### src/rtl/tmr_pkg.sv
// Package: shared word indexes and per-timer access strobes for the
// dual limit timer. Assumes a word-addressed map of eight words per timer.
package tmr_pkg;

    // Word index within one timer's register window (byte address bits 4:2)
    typedef enum logic [2:0] {
        WORD_LIMIT    = 3'd0,
        WORD_COUNT    = 3'd1,
        WORD_LIMIT_NR = 3'd2,
        WORD_RUN      = 3'd3,
        WORD_MODE     = 3'd4
    } tmr_word_e;

    // One-cycle access strobes decoded for a single timer
    typedef struct packed {
        logic lim_wr;     // write to the restarting limit word
        logic lim_nr_wr;  // write to the non-restarting limit alias
        logic lim_rd;     // read of either limit word (clears flag)
        logic run_wr;     // write to the run word
        logic mode_wr;    // write to the mode word
    } tmr_strobe_t;

endpackage

### src/rtl/tmr_prescaler.sv
// Module: tmr_prescaler
// Produces a one-cycle tick enable every DIV clock cycles. The first tick
// comes DIV cycles after reset is released. DIV of 1 gives a tick on
// every cycle.
module tmr_prescaler #(
    parameter int DIV = 200
) (
    input  logic clk,
    input  logic rst_n,
    output logic tick
);

    generate
        if (DIV <= 1) begin : g_every_cycle
            logic unused_clkrst;
            assign unused_clkrst = clk ^ rst_n;
            assign tick = 1'b1;
        end else begin : g_divider
            localparam int PW = $clog2(DIV);
            localparam logic [PW-1:0] LAST = PW'(DIV - 1);
            logic [PW-1:0] phase;

            // Free-running phase counter that wraps after DIV cycles
            always_ff @(posedge clk) begin
                if (!rst_n)
                    phase <= '0;
                else if (phase == LAST)
                    phase <= '0;
                else
                    phase <= phase + 1'b1;
            end

            assign tick = (phase == LAST);
        end
    endgenerate

endmodule

### src/rtl/tmr_decode.sv
// Module: tmr_decode
// Turns a read or write at a byte address into per-timer strobes. Bits 1:0
// are ignored, bits 4:2 pick the word and the bits above pick the timer.
// Assumes rd and wr are one-cycle qualified strobes.
module tmr_decode
    import tmr_pkg::*;
#(
    parameter int NT = 2,
    parameter int AW = 6
) (
    input  logic          rd,
    input  logic          wr,
    input  logic [AW-1:0] addr,
    output tmr_strobe_t   str [NT]
);

    localparam int SW = AW - 5;

    logic [2:0]    word;
    logic [SW-1:0] sel;
    logic [1:0]    unused_byte;

    assign word        = addr[4:2];
    assign sel         = addr[AW-1:5];
    assign unused_byte = addr[1:0];

    generate
        for (genvar i = 0; i < NT; i++) begin : g_timer
            logic hit;
            assign hit = (sel == SW'(i));

            // Strobes for timer i, qualified by its select
            always_comb begin
                str[i].lim_wr    = hit && wr && (word == WORD_LIMIT);
                str[i].lim_nr_wr = hit && wr && (word == WORD_LIMIT_NR);
                str[i].lim_rd    = hit && rd && ((word == WORD_LIMIT) ||
                                                 (word == WORD_LIMIT_NR));
                str[i].run_wr    = hit && wr && (word == WORD_RUN);
                str[i].mode_wr   = hit && wr && (word == WORD_MODE);
            end
        end
    endgenerate

endmodule

### src/rtl/tmr_unit.sv
// Module: tmr_unit
// One count-up timer: count, limit, sticky flag, run and user-mode bits.
// Counts on tick when active and wraps to 1 when count+1 reaches the limit.
// Assumes the strobes come from tmr_decode and at most one write per cycle.
module tmr_unit
    import tmr_pkg::*;
#(
    parameter int CW = 21
) (
    input  logic          clk,
    input  logic          rst_n,
    input  logic          tick,
    input  tmr_strobe_t   str,
    input  logic [CW-1:0] wfield,
    input  logic          wbit,
    output logic [CW-1:0] cnt,
    output logic [CW-1:0] lim,
    output logic          flag,
    output logic          run,
    output logic          umode
);

    localparam logic [CW-1:0] ONE = CW'(1);

    logic        active;
    logic        at_limit;
    logic        wrap_event;
    logic [CW:0] next_up;

    assign active     = (lim != '0) && (!umode || run);
    assign next_up    = {1'b0, cnt} + 1'b1;
    assign at_limit   = (next_up >= {1'b0, lim});
    assign wrap_event = tick && active && at_limit && !str.lim_wr;

    // Count: restart on limit write, else step or wrap on an active tick
    always_ff @(posedge clk) begin
        if (!rst_n)
            cnt <= ONE;
        else if (str.lim_wr)
            cnt <= ONE;
        else if (tick && active)
            cnt <= at_limit ? ONE : next_up[CW-1:0];
    end

    // Limit: loaded from either limit address
    always_ff @(posedge clk) begin
        if (!rst_n)
            lim <= '0;
        else if (str.lim_wr || str.lim_nr_wr)
            lim <= wfield;
    end

    // Flag: set by a wrap, cleared by a limit read; set wins
    always_ff @(posedge clk) begin
        if (!rst_n)
            flag <= 1'b0;
        else if (wrap_event)
            flag <= 1'b1;
        else if (str.lim_rd)
            flag <= 1'b0;
    end

    // Run and user-mode control bits
    always_ff @(posedge clk) begin
        if (!rst_n) begin
            run   <= 1'b0;
            umode <= 1'b0;
        end else begin
            if (str.run_wr)
                run <= wbit;
            if (str.mode_wr)
                umode <= wbit;
        end
    end

endmodule

### src/rtl/tmr_limit_pair.sv
// Module: tmr_limit_pair (top)
// Two count-up limit timers that share one prescaler and one register
// port. Timer 0 drives irq_lo and timer 1 drives irq_hi. FINE=1 selects
// a 22-bit field at bit 9 with a 500 ns tick; FINE=0 selects a 21-bit
// field at bit 10 with a 1 us tick. Reads are combinational.
module tmr_limit_pair
    import tmr_pkg::*;
#(
    parameter int CLK_HZ = 200_000_000,
    parameter bit FINE   = 1'b0
) (
    input  logic        clk,
    input  logic        rst_n,
    input  logic        bus_rd,
    input  logic        bus_wr,
    input  logic [5:0]  bus_addr,
    input  logic [31:0] bus_wdata,
    output logic [31:0] bus_rdata,
    output logic        irq_lo,
    output logic        irq_hi
);

    localparam int NT      = 2;
    localparam int AW      = 6;
    localparam int CW      = FINE ? 22 : 21;
    localparam int LSB     = 31 - CW;
    localparam int RATE_HZ = FINE ? 2_000_000 : 1_000_000;
    localparam int DIV     = (CLK_HZ / RATE_HZ) < 1 ? 1 : (CLK_HZ / RATE_HZ);

    logic              tick;
    tmr_strobe_t       str    [NT];
    logic [CW-1:0]     cnt_q  [NT];
    logic [CW-1:0]     lim_q  [NT];
    logic              flag_q [NT];
    logic              run_q  [NT];
    logic              mode_q [NT];
    logic [CW-1:0]     wfield;
    logic              unused_wbits;
    logic [31:0]       cnt_word0;
    logic [31:0]       cnt_word1;

    assign wfield       = bus_wdata[30:LSB];
    assign unused_wbits = ^{bus_wdata[31], bus_wdata[LSB-1:1]};

    tmr_prescaler #(.DIV(DIV)) u_pre (
        .clk   (clk),
        .rst_n (rst_n),
        .tick  (tick)
    );

    tmr_decode #(.NT(NT), .AW(AW)) u_dec (
        .rd   (bus_rd),
        .wr   (bus_wr),
        .addr (bus_addr),
        .str  (str)
    );

    generate
        for (genvar i = 0; i < NT; i++) begin : g_unit
            tmr_unit #(.CW(CW)) u_tmr (
                .clk    (clk),
                .rst_n  (rst_n),
                .tick   (tick),
                .str    (str[i]),
                .wfield (wfield),
                .wbit   (bus_wdata[0]),
                .cnt    (cnt_q[i]),
                .lim    (lim_q[i]),
                .flag   (flag_q[i]),
                .run    (run_q[i]),
                .umode  (mode_q[i])
            );
        end
    endgenerate

    assign irq_lo = flag_q[0];
    assign irq_hi = flag_q[1];

    // Packed count words, also observed by the bound checker
    assign cnt_word0 = {flag_q[0], cnt_q[0], {LSB{1'b0}}};
    assign cnt_word1 = {flag_q[1], cnt_q[1], {LSB{1'b0}}};

    // Read mux: pick the timer by bit 5 and the word by bits 4:2
    always_comb begin
        logic s;
        s = bus_addr[5];
        bus_rdata = '0;
        case (bus_addr[4:2])
            WORD_LIMIT, WORD_LIMIT_NR:
                bus_rdata = {flag_q[s], lim_q[s], {LSB{1'b0}}};
            WORD_COUNT:
                bus_rdata = s ? cnt_word1 : cnt_word0;
            WORD_RUN:
                bus_rdata = {31'd0, run_q[s]};
            WORD_MODE:
                bus_rdata = {31'd0, mode_q[s]};
            default:
                bus_rdata = '0;
        endcase
    end

endmodule

### config.mk
export PLATFORM = sky130hd
export DESIGN_NAME = tmr_limit_pair
export DESIGN_NICKNAME = d
export VERILOG_FILES = /design/src/rtl/tmr_pkg.sv /design/src/rtl/tmr_prescaler.sv /design/src/rtl/tmr_decode.sv /design/src/rtl/tmr_unit.sv /design/src/rtl/tmr_limit_pair.sv
export SDC_FILE = /design/constraint.sdc
export NUM_CORES = 1
export LEC_CHECK = 0
export ABC_AREA = 1
export CAP_MARGIN = 0
export CORE_MARGIN = 10
export CORE_UTILIZATION = 30
export CTS_BUF_LIST = sky130_fd_sc_hd__clkbuf_16
export DETAILED_ROUTE_END_ITERATION = 8
export DONT_BUFFER_PORTS = 1
export SLEW_MARGIN = 10
export SYNTH_ARGS = -nofsm -noshare
export SYNTH_HDL_FRONTEND = slang
export SYNTH_SLANG_ARGS = --single-unit
### constraint.sdc
create_clock -name clk -period 2.5 [get_ports clk]
set_input_delay 0.375 -clock clk [delete_from_list [all_inputs] [get_ports clk]]
set_output_delay 0.375 -clock clk [all_outputs]
set_load 0.005 [all_outputs]
Word level (Yosys, flattened, before mapping)
Cells that the tools add are included.

storage, ports and cells
  bits in registers = 98
  word-level logic and storage cells = 85
  memories kept = 0
  output and inout bits = 34
  RAM bits = 0
  input port bits = 42
  latch bits = 0
  bits in read-only memories = 0

operators by class
  reductions and logical operators = 40
  equal/unequal tests = 5
  shift operators = 0
  div/mod/pow operators = 0
  $add $sub $neg = 3
  multiplexer cells = 20
  bitwise gates (word level) = 3
  order comparisons = 3
  $mul = 0

operators with widths
  cell                   count
  $pmux 32 s4            1
  $mux 21                5
  $add 21x1->22 const B  2
  $ge 22x21->1           2
  $reduce_bool 21->1     2
  $mux 32                1
  $logic_and 1x1->1      22
  $mux 1                 13
  $add 8x1->8 const B    1
  $eq 8x8->1 const B     1
  $reduce_or 2->1        4
  $eq 3x2->1 const B     2
  $logic_or 1x1->1       5
  $logic_not 1->1        4
  $reduce_bool 2->1      2
  $eq 3x1->1 const B     1
  $eq 3x3->1 const B     1
  $logic_not 3->1        1
  $ge 2x2->1 const B     1
  $not 1->1              2
  $not 1->2              1

Depth between registers and ports, before layout
Gate-level depths: netlist (run 1).

  depth in word-level cells = 7
  depth in mapped cells = 20
  gate-level depth less buffers = 20

Cells and area by module
From an unflattened synthesis (run 1), not the netlist that was laid out.

unflattened totals
  cell total of the unflattened synthesis = 1133
  area total of the unflattened synthesis = 7186.9 um^2

modules (own cells, without submodules)
  module          instances  seq. area each (um^2)  area each (um^2)  cells each
  tmr_unit        2          900.9                  2782.7            396
  tmr_limit_pair  1          0.0                    1096.1            257
  tmr_prescaler   1          160.2                  434.2             63
  tmr_decode      1          0.0                    91.3              21

Worst setup path after synthesis (run 1)
OpenSTA, ideal clock, no wires.

  path type = reg-to-reg
  from = register g_unit[1].u_tmr.cnt[0]
  to = register g_unit[1].u_tmr.cnt[0]
  cell stages (with the launch flop) = 20
  clock period less this slack = 2.437 ns
  path buffers = 0
  data required time = 2.381 ns
  setup time = 0.119 ns
  slack = 0.063 ns
  arrival time = 2.318 ns
  cells stage by stage = dfxtp_1 > ha_1 > nand2_1 > nor2_4 > nand2_2 > nor2_1 > nand2_1 > nand2_1 > inv_1 > ha_1 > nand2_1 > inv_1 > nand2_1 > nor2_1 > nor2_1 > nand2_1 > nor2_2 > nand2_1 > o21ai_0 > nand2_1

on the way
  longest elaborated chain between the ends = 3

RTL lines
  what                    line            source
  start, declared         tmr_unit.sv:16  output logic [CW-1:0] cnt,
  start signal, assigned  tmr_unit.sv:42  cnt <= at_limit ? ONE : next_up[CW-1:0];
  $add 21x1->22 *         tmr_unit.sv:31  assign next_up = {1'b0, cnt} + 1'b1;
  $ge 22x21->1            tmr_unit.sv:32  assign at_limit = (next_up >= {1'b0, lim});
  $mux 21 *               tmr_unit.sv:42

Every way passes the cells marked *; elsewhere a longest branch is shown, timed or not.
A chain may end at the register's enable or synchronous reset.

Final worst setup path (run 1)
  from = register g_unit[1].u_tmr.cnt[0]
  to = register g_unit[1].u_tmr.cnt[8]

Same word-level chain as after synthesis.

==> results of run 1 <==
## synth_stat cells (all sizes together)
cell type	n	share of area, %
a21oi	116	8.5
o32ai	20	2.5
nor3b	2	0.21
a21boi	2	0.32
o21bai	9	0.97
conb	1	0.054
a22oi	1	0.11
o21ai	71	5.2
xor2	25	3.1
and3	1	0.090
a21o	2	0.21
nand3b	3	0.32
clkinv	1	0.072
ha	45	8.1
nand3	62	4.7
dfxtp	98	28
buf	27	2.5
clkbuf	26	1.4
nor3	9	0.79
nor2	207	12
inv	150	8.1
nand2	214	12
nand4	5	0.45
## layout make-up
| type | count | area (um2) |
|---|---|---|
| well taps | 313 | 392 |
| flip-flops and latches | 98 | 2050 |
| repair buffers | 155 | 1310 |
| fillers | 2337 | 13100 |
| multi-input cells | 803 | 5010 |
| inverters | 151 | 582 |
| clock buffers | 9 | 225 |
| clock inverters | 7 | 70.1 |
## worst min path at each step
stage	end	start	slack [ns]	cells after the start
2_1_floorplan	u_pre.g_divider.phase[0]$_SDFF_PP0_	u_pre.g_divider.phase[0]$_SDFF_PP0_	0.42	1
3_3_place_gp	u_pre.g_divider.phase[0]$_SDFF_PP0_	u_pre.g_divider.phase[0]$_SDFF_PP0_	0.43	1
3_5_place_dp	u_pre.g_divider.phase[0]$_SDFF_PP0_	u_pre.g_divider.phase[0]$_SDFF_PP0_	0.44	1
4_1_cts	g_unit[1].u_tmr.umode$_SDFFE_PN0P_	rst_n	0.14	2
5_1_grt	g_unit[0].u_tmr.lim[0]$_SDFFE_PN0P_	bus_wdata[10]	0.16	2
6_report	g_unit[1].u_tmr.umode$_SDFFE_PN0P_	rst_n	0.16	2
## power by group
part | switching [mW] | internal, mW | leakage, nW | total (mW)
clock network | 0.668 | 0.778 | 0.151 | 1.45
logic | 0.300 | 0.186 | 3.16 | 0.486
registers | 0.0144 | 1.57 | 0.813 | 1.58
total | 0.982 | 2.53 | 4.12 | 3.51
## flip-flops by register name, indices dropped and copies added (netlist names)
register               count
g_unit.u_tmr.cnt          42
g_unit.u_tmr.lim          42
u_pre.g_divider.phase      8
g_unit.u_tmr.flag          2
g_unit.u_tmr.run           2
g_unit.u_tmr.umode         2
## stage by stage
step	utilization, %	setup WS [ns]	power [mW]	hold slack [ns]	setup TNS (ns)
2_1_floorplan	-	0.0633	1.91	0.418	0
3_3_place_gp	36.0	-0.232	2.02	0.432	-8.02
3_5_place_dp	36.0	-0.288	2.03	0.441	-10.16
4_1_cts	39.0	-0.160	3.49	0.143	-3.39
5_1_grt	42.3	-0.294	3.65	0.156	-10.50
6_report	42.3	-0.141	3.51	0.157	-4.02
## layout by cell type, fill, tap and decap left out, drive strengths merged
master  count
a21boi      2
a21o        2
a21oi     116
a22oi       1
and3        1
buf       153
bufinv      1
clkbuf     11
clkinv      5
conb        9
dfxtp      98
ha         45
inv       152
nand2     214
nand3      62
nand3b      3
nand4       5
nor2      207
nor3        9
nor3b       2
o21ai      71
o21bai      9
o32ai      20
xor2       25
## worst max-delay path: cells and delay by family, from the launching register on
kind / cells / cell delay (ns)
and+or+nand+nor: 9 / 0.78
buffers and inverters: 5 / 0.61
DFF: 1 / 0.37
AOI/OAI and AO/OA: 2 / 0.31
adders and majority gates: 1 / 0.30
xor gates and xnor gates: 1 / 0.17
## cell families (layout without fill, tap and decap cells)
| family | count (synthesis) | in the layout | synth area share, % |
|---|---|---|---|
| AOI/OAI and AO/OA | 221 | 221 | 17.8 |
| other | 1 | 9 | 0.0536 |
| DFF | 98 | 98 | 28.1 |
| adders and majority gates | 45 | 45 | 8.05 |
| buffers and inverters | 204 | 322 | 12.1 |
| and+or+nand+nor | 503 | 503 | 30.9 |
| xor gates and xnor gates | 25 | 25 | 3.13 |
## per-layer routing
metal | GRT usage [%] | wire length (um) | vias up
li1 | - | - | 3742
met4 | 3.02 | 317 | 0
met3 | 4.66 | 1810 | 25
met2 | 22.3 | 10400 | 188
met5 | 0 | 0 | -
met1 | 20.3 | 11100 | 3465
## what timing repair did
action,in CTS,in global routing
resized for setup,93,178
pin swaps,24,85
setup buffers,9,9
setup endpoints to repair,44,44
cloned,2,1
==> insert_results.sql, run 1 <==
INSERT INTO impl_metrics (metric_group, metric, value, unit) VALUES
('run_status', 'result_of_the_run', 'finished, violations left', ''),
('run_status', 'violated_checks', 'negative setup slack', ''),
('die', 'core_area', '22800', 'um2'),
('cells_and_area', 'layout-drive-gt1-share', '33.3', '%'),
('route', 'via_cell_ratio', '4.83', ''),
('setup_path', 'critPathArrivalTime', '2.89', 'ns'),
('die', 'pin_count', '76', ''),
('setup_path', 'crit_path_top_delay_cell', 'sky130_fd_sc_hd__dfxtp_4', ''),
('setup_path', 'critical_path.most_common_cell', 'sky130_fd_sc_hd__nand2_1', ''),
('setup_path', 'worstPathRequired', '2.74', 'ns'),
('route', 'route.detailed.wl_per_inst', '15.4', 'um'),
('logic_synthesis', 'ys_warn_count', '0', ''),
('timing', 'timing_hold_violations_final', '0', ''),
('cells_and_area', 'area_growth_syn_to_layout', '37.8', '%'),
('die', 'die_width', '173', 'um'),
('timing', 'worst_pin_slew', '1.04', 'ns'),
('job', 'max_cap_violations', '0', ''),
('clock_tree', 'ctsHoldBuffers', '0', ''),
('setup_path', 'worst-path-max-fanout', '5', ''),
('setup_path', 'setup.worst_path.start_class', 'register', ''),
('timing', 'rsz_0062_raised_after_global_routing', 'yes', ''),
('global_route', 'grt_overflow', '0', ''),
('logic_synthesis', 'area_of_the_mapped_netlist', '6990', 'um2'),
('cells_and_area', 'design_area', '9630', 'um2'),
('route', 'final_antenna_net_count', '0', ''),
('die', 'die_height', '173', 'um'),
('timing', 'worst_slew_margin_rel', '30.7', '%'),
('clock_tree', 'clk_latency', '0.35', 'ns'),
('setup_path', 'critical_path.endpoint_type', 'register', ''),
('placed_design', 'buffer_ports.inserted', '0', ''),
('clock_tree', 'h_tree_depth', '3', ''),
('setup_path', 'timing.rr.start', 'g_unit[1].u_tmr.cnt[0]$_SDFFE_PP1P_', ''),
('clock_tree', 'cts_root_buf', 'sky130_fd_sc_hd__clkbuf_16', ''),
('logic_synthesis', 'postSynthAreaPerCell', '6.37', 'um2'),
('placed_design', 'placement.cell_area', '8200', 'um2'),
('setup_path', 'crit_end', 'g_unit[1].u_tmr.cnt[8]$_SDFFE_PP0P_', ''),
('global_route', 'gr-usage-all-layers', '14.8', '%'),
('cells_and_area', 'final_cells', '1536', ''),
('placed_design', 'detailedPlacementHpwl', '17400', 'um'),
('logic_synthesis', 'synth.yosys.seq_area_share', '28.1', '%'),
('power', 'peakVddDrop', '370', 'uV'),
('setup_path', 'reg_to_reg_setup_timing_slack', '-0.14', 'ns'),
('setup_path', 'timing.reg2reg.worst_path_depth', '18', ''),
('global_route', 'wire_length_of_the_first_global_routing_pass', '36400', 'um'),
('timing', 'worst_slack', '-0.141', 'ns'),
('timing', 'highest_clock_rate', '379', 'MHz'),
('timing', 'fin_worst_skew', '0.00991', 'ns'),
('setup_path', 'worst_setup_path_startpoint', 'g_unit[1].u_tmr.cnt[0]$_SDFFE_PP1P_', ''),
('die', 'initial_utilization', '30.7', '%'),
('hold_path', 'hp-class', 'in2reg', ''),
('route', 'remaining_drc_errors', '0', ''),
('timing', 'final_setup_vio_count', '44', ''),
('clock_tree', 'clkTransAtPathRegs', '0.07', 'ns'),
('placed_design', 'placed_cells', '1501', ''),
('cells_and_area', 'design.final.nets', '1305', ''),
('timing', 'post-route-period-util', '106', '%'),
('clock_tree', 'cts_inserted_buffers', '9', ''),
('cells_and_area', 'antenna_cells', '0', ''),
('power', 'power_density', '365', 'nW/um2'),
('logic_synthesis', 'yosys_register_bits', '98', ''),
('global_route', 'number_of_global_route_vias_before_repair', '6957', ''),
('route', 'detailedRoute.firstPassIterationCount', '5', ''),
('global_route', 'number_of_antenna_violations_at_the_first_check_in_global_routing', '0', ''),
('clock_tree', 'cts.sinks', '98', ''),
('die', 'dieArea', '29800', 'um2'),
('route', 'total_via_count_in_the_routed_design', '7420', ''),
('route', 'postRouteWirelength', '23700', 'um'),
('setup_path', 'cp_cell_sequence', 'buf_6, nand3_4, nor2_4, buf_4, buf_4, xor2_2, inv_1, ha_1, nand2_1, nor2_2, o21ai_1, nand3_1, nand2_1, nand2_1, nand2_2, a21oi_4, clkbuf_16, nor2_2', ''),
('timing', 'slew_violations', '0', ''),
('logic_synthesis', 'synth_cell_types', '36', ''),
('route', 'number_of_design_rule_violations_left_by_the_first_detailed_router_iteration', '382', '');
No activity file was read; power rests on OpenSTA's default activity.
==> run 2, diff against run 1 <==
--- a/config.mk
+++ b/config.mk
@@ -8,10 +8,11 @@
 export ABC_AREA = 1
 export CAP_MARGIN = 0
 export CORE_MARGIN = 10
-export CORE_UTILIZATION = 30
+export CORE_UTILIZATION = 59
 export CTS_BUF_LIST = sky130_fd_sc_hd__clkbuf_16
 export DETAILED_ROUTE_END_ITERATION = 8
 export DONT_BUFFER_PORTS = 1
+export PLACE_DENSITY = 0.78
 export SLEW_MARGIN = 10
 export SYNTH_ARGS = -nofsm -noshare
 export SYNTH_HDL_FRONTEND = slang
==> insert_results.sql, run 2 (synthesis results as in run 1) <==
INSERT INTO impl_metrics (metric_group, metric, value, unit) VALUES
('run_status', 'result_of_the_run', 'finished, violations left', ''),
('run_status', 'violated_checks', 'negative setup slack', ''),
('global_route', 'global_route.peak_usage_layer', 'met2', ''),
('clock_tree', 'clk_latency', '0.36', 'ns'),
('clock_tree', 'cts_tree', 'yes', ''),
('global_route', 'largest_net_degree_at_the_start_of_global_routing', '70', ''),
('power', 'share_clk_of_total_power', '42.0', '%'),
('global_route', 'grt_overflow', '0', ''),
('setup_path', 'timing.setup.critical_path_class', 'reg2reg', ''),
('cells_and_area', 'mostFrequentLayoutCell', 'sky130_fd_sc_hd__nand2_1', ''),
('cells_and_area', 'design.final.nets', '1284', ''),
('setup_path', 'crit_path_top_delay_cell', 'sky130_fd_sc_hd__dfxtp_4', ''),
('timing', 'slew_violations', '0', ''),
('clock_tree', 'clkTransAtPathRegs', '0.07', 'ns'),
('timing', 'finalHoldWorstSlack', '0.144', 'ns'),
('die', 'die_height', '129', 'um'),
('die', 'row_count', '39', ''),
('placed_design', 'detailedPlacementHpwl', '15700', 'um'),
('die', 'die_width', '129', 'um'),
('route', 'number_of_design_rule_violations_left_by_the_first_detailed_router_iteration', '828', ''),
('timing', 'worst_pin_slew', '1.10', 'ns'),
('die', 'dieArea', '16600', 'um2'),
('cells_and_area', 'finish.utilization', '78.4', '%'),
('power', 'peakVddDrop', '520', 'uV'),
('cells_and_area', 'fillerInstances', '810', ''),
('clock_tree', 'h_tree_depth', '3', ''),
('route', 'remaining_drc_errors', '0', ''),
('timing', 'worst_slew_margin_rel', '26.8', '%'),
('die', 'pin_count', '76', ''),
('setup_path', 'biggest_cell_delay_along_the_critical_path', '0.39', 'ns'),
('global_route', 'number_of_antenna_violations_at_the_first_check_in_global_routing', '0', ''),
('power', 'power.share.combinational', '13.0', '%'),
('power', 'power_density', '390', 'nW/um2'),
('power', 'p_int', '2.52', 'mW'),
('clock_tree', 'cts_max_path_buffers', '2', ''),
('route', 'via_cell_ratio', '5.83', ''),
('placed_design', 'placed_cells', '1309', ''),
('power', 'seq_power_share', '45.0', '%'),
('cells_and_area', 'mostFrequentLayoutCells', 'sky130_fd_sc_hd__nand2_1, sky130_fd_sc_hd__nor2_1, sky130_fd_sc_hd__inv_1', ''),
('route', 'final_antenna_net_count', '0', ''),
('hold_path', 'hp-class', 'in2reg', ''),
('setup_path', 'timing.rr.start', 'g_unit[0].u_tmr.cnt[2]$_SDFFE_PP0P_', ''),
('global_route', 'grtUsageMet2', '40.6', '%'),
('timing', 'worst_slack', '-0.331', 'ns'),
('power', 'power_switching_share', '28.6', '%'),
('timing', 'post-route-period-util', '113', '%'),
('die', 'initial_utilization', '60.7', '%'),
('placed_design', 'placement.cell_area', '7790', 'um2'),
('setup_path', 'worst-path-max-fanout', '8', ''),
('hold_path', 'hold_path_startpoint', 'rst_n', ''),
('placed_design', 'buffer_ports.inserted', '0', ''),
('power', 'power.net_switching', '1.01', 'mW'),
('cells_and_area', 'area_growth_syn_to_layout', '29.2', '%'),
('global_route', 'number_of_global_route_vias_before_repair', '6767', ''),
('cells_and_area', 'design_area', '9030', 'um2'),
('placed_design', 'globalplace.congestion', '0.944', ''),
('timing', 'fin_worst_skew', '0.00715', 'ns'),
('global_route', 'wire_length_of_the_first_global_routing_pass', '33800', 'um'),
('clock_tree', 'cts_root_buf', 'sky130_fd_sc_hd__clkbuf_16', ''),
('timing', 'highest_clock_rate', '353', 'MHz'),
('cells_and_area', 'final_cells', '1345', ''),
('route', 'detailedRoute.firstPassIterationCount', '6', ''),
('placed_design', 'dpl_worst_slack', '-0.259', 'ns'),
('timing', 'setup_tns', '-7.77', 'ns'),
('cells_and_area', 'layout-drive-gt1-share', '30.5', '%'),
('setup_path', 'worstPathRequired', '2.80', 'ns'),
('timing', 'min_period', '2.83', 'ns'),
('global_route', 'groute.layer.met1.usage', '31.9', '%'),
('timing', 'final_setup_vio_count', '44', ''),
('setup_path', 'setup.worst_path.start_class', 'register', ''),
('cells_and_area', 'antenna_cells', '0', ''),
('setup_path', 'reg_to_reg_setup_timing_slack', '-0.33', 'ns'),
('timing', 'rsz_0062_raised_after_global_routing', 'yes', ''),
('power', 'leakagePower', '3.91', 'nW'),
('timing', 'timing_hold_violations_final', '0', ''),
('setup_path', 'worst_setup_path_startpoint', 'g_unit[0].u_tmr.cnt[2]$_SDFFE_PP0P_', ''),
('setup_path', 'crit_end', 'g_unit[0].u_tmr.cnt[7]$_SDFFE_PP0P_', ''),
('clock_tree', 'cts.sinks', '98', ''),
('power', 'total_power', '3.53', 'mW'),
('route', 'postRouteWirelength', '23800', 'um'),
('setup_path', 'critical_path.endpoint_type', 'register', ''),
('route', 'total_via_count_in_the_routed_design', '7841', ''),
('job', 'max_cap_violations', '0', ''),
('global_route', 'gr-usage-all-layers', '25.4', '%'),
('setup_path', 'cp_cell_sequence', 'nand2_4, buf_6, nor2_4, nand2_4, o21bai_1, nand2_2, inv_2, ha_4, nand2_1, inv_2, nand2_2, nor2_1, a21boi_2, nor2_4, nand2_2, nand2_4, clkinv_8, nor2_4', ''),
('route', 'route.detailed.wl_per_inst', '17.7', 'um'),
('die', 'core_area', '11500', 'um2'),
('setup_path', 'timing.reg2reg.worst_path_depth', '18', ''),
('global_route', 'gr-usage-met3', '8.25', '%'),
('setup_path', 'rr_endpoint', 'g_unit[0].u_tmr.cnt[7]$_SDFFE_PP0P_', ''),
('cells_and_area', 'layout_top_registers', 'g_unit.u_tmr.cnt x42, g_unit.u_tmr.lim x42, u_pre.g_divider.phase x8', ''),
('clock_tree', 'cts_inserted_buffers', '9', ''),
('setup_path', 'critPathArrivalTime', '3.13', 'ns');
run 2: layout make-up:
type                    instances  area [um2]  share of cell area, %
clock buffers                   9         225                   2.49
clock inverters                 7        76.3                  0.845
inverters                     151         579                   6.41
multi-input cells             803        4860                   53.8
flip-flops and latches         98        2030                   22.5
well taps                     143         179                   1.98
repair buffers                134        1080                   11.9
run 2: worst min path at each step:
| stage | cells past startpoint | to | slack, ns |
|---|---|---|---|
| final | 2 | g_unit[1].u_tmr.umode$_SDFFE_PN0P_ | 0.14 |
| after global routing | 2 | g_unit[1].u_tmr.lim[18]$_SDFFE_PN0P_ | 0.14 |
| after CTS | 2 | g_unit[1].u_tmr.umode$_SDFFE_PN0P_ | 0.14 |
| after detailed placement | 1 | u_pre.g_divider.phase[0]$_SDFF_PP0_ | 0.45 |
| after global placement | 1 | u_pre.g_divider.phase[0]$_SDFF_PP0_ | 0.43 |
| after floorplan | 1 | u_pre.g_divider.phase[0]$_SDFF_PP0_ | 0.42 |
run 2: power by group through the flow:
stage / combinational [mW] / sequential (mW) / clock [mW]
global placement: 0.346 / 1.64 / 0
CTS: 0.389 / 1.60 / 1.48
finish: 0.458 / 1.59 / 1.48
detailed placement: 0.353 / 1.64 / 0
global route: 0.493 / 1.59 / 1.53
floorplan: 0.278 / 1.64 / 0
run 2: critical path, delay by kind of cell (launching register included):
family / cells / cell delay, ns
simple gates: 11 / 1.35
compound gates: 2 / 0.43
flops: 1 / 0.39
buf+inv: 4 / 0.39
fa+ha+maj: 1 / 0.19
run 2: metal layers:
layer | part of all wire [%] | up-vias | wire length, um
met4 | 3.5 | 0 | 837
met1 | 38 | 3634 | 9130
met3 | 11 | 85 | 2730
met2 | 47 | 423 | 11100
li1 | - | 3699 | -
met5 | 0 | - | 0
run 2: what timing repair did:
| action | in CTS | in global routing |
|---|---|---|
| endpoints found under the setup margin | 44 | 44 |
| setup buffers | 6 | 13 |
| gates cloned | 1 | 0 |
| hold buffers | 0 | 0 |
| pin swaps | 29 | 57 |
| gates resized for setup | 85 | 144 |
